**src/rtl/dma_sync_pkg.sv**
```systemverilog
package dma_sync_pkg;

  typedef enum logic [1:0] {
    SYNC_NONE = 2'b00,
    SYNC_SRC  = 2'b01,
    SYNC_DST  = 2'b10,
    SYNC_BOTH = 2'b11
  } sync_mode_e;

  localparam logic [1:0] START_IDLE   = 2'b00;
  localparam logic [1:0] START_PAUSED = 2'b10;
  localparam logic [1:0] START_RUN    = 2'b11;

  // read side is paced by the low mode bit
  function automatic logic paces_read(input sync_mode_e m);
    return (m == SYNC_SRC) || (m == SYNC_BOTH);
  endfunction

  // write side is paced by the high mode bit
  function automatic logic paces_write(input sync_mode_e m);
    return (m == SYNC_DST) || (m == SYNC_BOTH);
  endfunction

  // latching happens in every start state except idle
  function automatic logic is_armed(input logic [1:0] st);
    return st != START_IDLE;
  endfunction

  function automatic logic is_running(input logic [1:0] st);
    return st == START_RUN;
  endfunction

  // next start field after a completion strobe
  function automatic logic [1:0] after_done(input logic [1:0] st);
    return (st == START_RUN) ? START_PAUSED : st;
  endfunction

endpackage

```
**src/rtl/dma_sync_edge.sv**
```systemverilog
module dma_sync_edge #(
  parameter int NUM_IRQ = 8
) (
  input  logic               clk,
  input  logic               rst_n,
  input  logic [NUM_IRQ-1:0] irq_in,
  output logic [NUM_IRQ-1:0] irq_prev,
  output logic [NUM_IRQ-1:0] irq_rise
);

  for (genvar i = 0; i < NUM_IRQ; i++) begin : g_line
    always_ff @(posedge clk or negedge rst_n) begin
      if (!rst_n) irq_prev[i] <= 1'b0;
      else        irq_prev[i] <= irq_in[i];
    end
    assign irq_rise[i] = irq_in[i] & ~irq_prev[i];
  end

endmodule

```
**src/rtl/dma_sync_ctl.sv**
```systemverilog
module dma_sync_ctl
  import dma_sync_pkg::*;
(
  input  logic       clk,
  input  logic       rst_n,
  input  logic       dma_rst,
  input  logic       ctl_we,
  input  logic [7:0] ctl_wdata,
  input  logic       xfer_done,
  output logic [1:0] start_q,
  output sync_mode_e mode_q
);

  localparam int MODE_LO = 6;
  localparam int MODE_HI = 7;

  logic unused_ctl_bits;
  assign unused_ctl_bits = ^ctl_wdata[5:2];

  always_ff @(posedge clk or negedge rst_n) begin
    if (!rst_n) begin
      start_q <= START_IDLE;
      mode_q  <= SYNC_NONE;
    end else if (dma_rst) begin
      start_q <= START_IDLE;
      mode_q  <= SYNC_NONE;
    end else if (ctl_we) begin
      start_q <= ctl_wdata[1:0];
      mode_q  <= sync_mode_e'(ctl_wdata[MODE_HI:MODE_LO]);
    end else if (xfer_done) begin
      start_q <= after_done(start_q);
    end
  end

endmodule

```
**src/rtl/dma_sync_side.sv**
```systemverilog
module dma_sync_side (
  input  logic clk,
  input  logic rst_n,
  input  logic dma_rst,
  input  logic paced,
  input  logic armed,
  input  logic running,
  input  logic edge_hit,
  input  logic begin_i,
  output logic pend_o,
  output logic permit_o,
  output logic capture_o,
  output logic consume_o
);

  logic pend_n;

  assign capture_o = armed & paced & edge_hit & ~dma_rst;
  assign permit_o  = running & (~paced | pend_o);
  assign consume_o = begin_i & permit_o & paced;

  // capture has priority over consumption in the same cycle
  always_comb begin
    pend_n = pend_o;
    if (consume_o) pend_n = 1'b0;
    if (capture_o) pend_n = 1'b1;
    if (dma_rst)   pend_n = 1'b0;
  end

  always_ff @(posedge clk or negedge rst_n) begin
    if (!rst_n) pend_o <= 1'b0;
    else        pend_o <= pend_n;
  end

endmodule

```
**src/rtl/dma_sync_gate.sv**
```systemverilog
module dma_sync_gate
  import dma_sync_pkg::*;
#(
  parameter int NUM_IRQ = 8,
  localparam int SEL_W = (NUM_IRQ > 1) ? $clog2(NUM_IRQ) : 1
) (
  input  logic               clk,
  input  logic               rst_n,
  input  logic               dma_rst,
  input  logic [NUM_IRQ-1:0] irq_in,
  input  logic [SEL_W-1:0]   rd_sel,
  input  logic [SEL_W-1:0]   wr_sel,
  input  logic               ctl_we,
  input  logic [7:0]         ctl_wdata,
  input  logic               xfer_done,
  input  logic               rd_begin,
  input  logic               wr_begin,
  output logic               rd_permit,
  output logic               wr_permit,
  output logic [NUM_IRQ-1:0] irq_ack,
  output logic [1:0]         start_q
);

  sync_mode_e         mode_q;
  logic [NUM_IRQ-1:0] irq_prev;
  logic [NUM_IRQ-1:0] irq_rise;
  logic               armed;
  logic               running;
  logic               rd_paced;
  logic               wr_paced;
  logic               rd_pend;
  logic               wr_pend;
  logic               rd_capture;
  logic               wr_capture;
  logic               rd_consume;
  logic               wr_consume;

  dma_sync_ctl u_ctl (
    .clk       (clk),
    .rst_n     (rst_n),
    .dma_rst   (dma_rst),
    .ctl_we    (ctl_we),
    .ctl_wdata (ctl_wdata),
    .xfer_done (xfer_done),
    .start_q   (start_q),
    .mode_q    (mode_q)
  );

  dma_sync_edge #(.NUM_IRQ(NUM_IRQ)) u_edge (
    .clk      (clk),
    .rst_n    (rst_n),
    .irq_in   (irq_in),
    .irq_prev (irq_prev),
    .irq_rise (irq_rise)
  );

  assign armed    = is_armed(start_q);
  assign running  = is_running(start_q);
  assign rd_paced = paces_read(mode_q);
  assign wr_paced = paces_write(mode_q);

  dma_sync_side u_rd (
    .clk       (clk),
    .rst_n     (rst_n),
    .dma_rst   (dma_rst),
    .paced     (rd_paced),
    .armed     (armed),
    .running   (running),
    .edge_hit  (irq_rise[rd_sel]),
    .begin_i   (rd_begin),
    .pend_o    (rd_pend),
    .permit_o  (rd_permit),
    .capture_o (rd_capture),
    .consume_o (rd_consume)
  );

  dma_sync_side u_wr (
    .clk       (clk),
    .rst_n     (rst_n),
    .dma_rst   (dma_rst),
    .paced     (wr_paced),
    .armed     (armed),
    .running   (running),
    .edge_hit  (irq_rise[wr_sel]),
    .begin_i   (wr_begin),
    .pend_o    (wr_pend),
    .permit_o  (wr_permit),
    .capture_o (wr_capture),
    .consume_o (wr_consume)
  );

  // acknowledge goes to every line that some side captured this cycle
  for (genvar i = 0; i < NUM_IRQ; i++) begin : g_ack
    assign irq_ack[i] = (rd_capture && (rd_sel == SEL_W'(i))) ||
                        (wr_capture && (wr_sel == SEL_W'(i)));
  end

endmodule

```
**config.mk**
```make
export PLATFORM = sky130hd
export DESIGN_NAME = dma_sync_gate
export DESIGN_NICKNAME = d
export VERILOG_FILES = /design/src/rtl/dma_sync_pkg.sv /design/src/rtl/dma_sync_edge.sv /design/src/rtl/dma_sync_ctl.sv /design/src/rtl/dma_sync_side.sv /design/src/rtl/dma_sync_gate.sv
export SDC_FILE = /design/constraint.sdc
export NUM_CORES = 1
export LEC_CHECK = 0
export BUFFER_PORTS_ARGS = -buffer_cell sky130_fd_sc_hd__buf_2
export CAP_MARGIN = 20
export CORE_ASPECT_RATIO = 1.25
export CORE_UTILIZATION = 30
export CTS_CLUSTER_DIAMETER = 100
export DETAILED_ROUTE_END_ITERATION = 6
export GPL_TIMING_DRIVEN = 0
export PLACE_DENSITY = 0.58
export SETUP_SLACK_MARGIN = 0.02
export SLEW_MARGIN = 20
export SYNTH_ARGS = -nofsm -noshare
export SYNTH_HDL_FRONTEND = slang
export SYNTH_HIERARCHICAL = 1
export SYNTH_SLANG_ARGS = --single-unit
```
**constraint.sdc**
```tcl
create_clock -name clk -period 1.97 [get_ports clk]
set_input_delay 0.0985 -clock clk [delete_from_list [all_inputs] [get_ports clk]]
set_output_delay 0.0985 -clock clk [all_outputs]
set_load 0.05 [all_outputs]
```
==> run metrics <==
Critical Path End Type=primary output; Syn Area/Cell=11.8 um^2; vias=749; crit-path max FO=4; worst hold path type=primary input to flop; max-cap viol count=0; Setup crit start kind=flop; clock sinks=14; syn_nets=102; critical path class=flop to primary output; antenna violations before repair=0; WP data required=1.87 ns; post-route insts no fill=158; CTS tree=yes; placed insts=143; row cnt=21; RSZ-0062 raised after global routing=yes; final wirelength=2020 um; largest net degree at the start of global routing=15; DR vias/cell=4.74; number of fillers in the final layout=260; Remaining Overflow, GRT=0; CTS H-tree lvls=1; Pwr Density=451 nW/um^2; Max IR drop VDD=0.000309 V; IO buf count=36; Cell Area, Synth=858 um^2; Rel. slew slack=0.786; Num CTS Buffers=3; first-pass detailed-route iteration total=4; Tmin final=2.15 ns; first-pass GRT wire length=3490 um; vias in the first global route=798; post-route cell area=1360 um^2; # DRC=0; setup violators final=8; status=finished, violations left; Syn Inst Count=73; multi-input logic area=578 um^2; wire per inst=12.8 um; Clock Pin Slew Worst Setup and Hold Paths=0.08 ns; data arrival time of the worst path=2.05 ns; nets@finish=155; Final ANT Viol Nets=0; Ys Warns=6; chip height=61.8 um; P_leak=0.643 nW; core box area=2710 um^2; fraction of layout cells with a size suffix above 1=0.581; commonest non-fill, non-tap cell in the layout=buf_2; fin crit share=1.09; storage element area=350 um^2; Starting Density=0.317; clock root cell=clkbuf_4; worst-skew pair later-pin latency=0.27 ns; maximum clock rate=466 MHz; Top Ports=41; area delta synth->final=58.3%; clk buf depth=2; worst slew pin tran=0.321 ns; endpoints failing hold=0; skew final=0.00935 ns; gp weighted congestion=0.763; final worst slack=-0.176 ns; fin. max-slew vios=0; GRT Overall Usage=0.153; violated checks=setup timing; Antenna diodes=0; die area=3080 um^2; Placement Cell Area=1140 um^2; First DRT Iteration DRCs=17; HPWL after detailed placement=1510 um; die width=49.8 um; most frequent cells in the layout=28 x buf_2, 14 x dfrtp_1, 9 x dlygate4sd3_1
## final timing paths
path	slack, ns	end	from	cells past startpoint
max	-0.18	irq_ack[0]	u_edge/irq_prev[5]	7
min	0.06	u_ctl/start_q[0]	ctl_wdata[0]	3
max reg2reg	0.04	u_wr/pend_o	u_edge/irq_prev[7]	7
min reg2reg	0.51	u_wr/pend_o	u_wr/pend_o	1
max in group asynchronous	1.48	u_edge/irq_prev[3]	rst_n	2
min in group asynchronous	0.25	u_edge/irq_prev[5]	rst_n	2
## critical path, stage by stage (launching register included)
cell	delay, ns
dfrtp_1	0.37
nor2b_4	0.05
mux4_2	0.45
mux2_4	0.28
and4b_2	0.26
nand2b_4	0.12
o32ai_2	0.08
buf_6	0.16
## power breakdown
group / internal (mW) / switching, mW / total [mW]
registers: 0.301 / 0.0100 / 0.311
logic: 0.0789 / 0.0672 / 0.146
clock network: 0.0707 / 0.0852 / 0.156
total: 0.450 / 0.162 / 0.613
## routing by layer
metal | up-vias | track usage | wire length [um]
li1 | 367 | - | -
met1 | 359 | 0.176 | 895
met2 | 21 | 0.288 | 1040
met3 | 2 | 0.00730 | 51
met4 | 0 | 0.0857 | 26
met5 | - | 0 | 0
## timing repair
action                                 4_1_cts  5_1_grt
cloned                                       0        0
resized for setup                           29        0
buffers inserted                             1        2
endpoints found under the hold margin       22        0
pin swaps                                   10        1
setup endpoints to repair                    8        8
hold buffers                                 9        0
## registers in the layout (all words and copies together), names as in the netlist
name / flops
u_edge/irq_prev: 8
u_ctl/mode_q: 2
u_ctl/start_q: 2
u_rd/pend_o: 1
u_wr/pend_o: 1
## stage by stage
| stage | utilization | total power, mW | setup slack, ns | setup TNS, ns | hold WS (ns) |
|---|---|---|---|---|---|
| floorplan | - | 0.385 | -0.173 | -0.403 | -0.197 |
| global placement | 0.423 | 0.437 | -0.0431 | -0.250 | 0.00573 |
| detailed placement | 0.423 | 0.441 | -0.0827 | -0.536 | 0.0140 |
| CTS | 0.497 | 0.619 | -0.190 | -1.46 | 0.0647 |
| global route | 0.502 | 0.652 | -0.265 | -2.02 | 0.0613 |
| finish | 0.502 | 0.613 | -0.176 | -1.30 | 0.0601 |
## area by class of cell
class	count	area share
multi-input cells	53	0.425
flip-flops and latches	14	0.258
repair buffers	48	0.252
well taps	34	0.0313
clock buffers	3	0.0166
inverters	4	0.0110
plain buffers	2	0.00552
(Power assumes the default switching activity.)
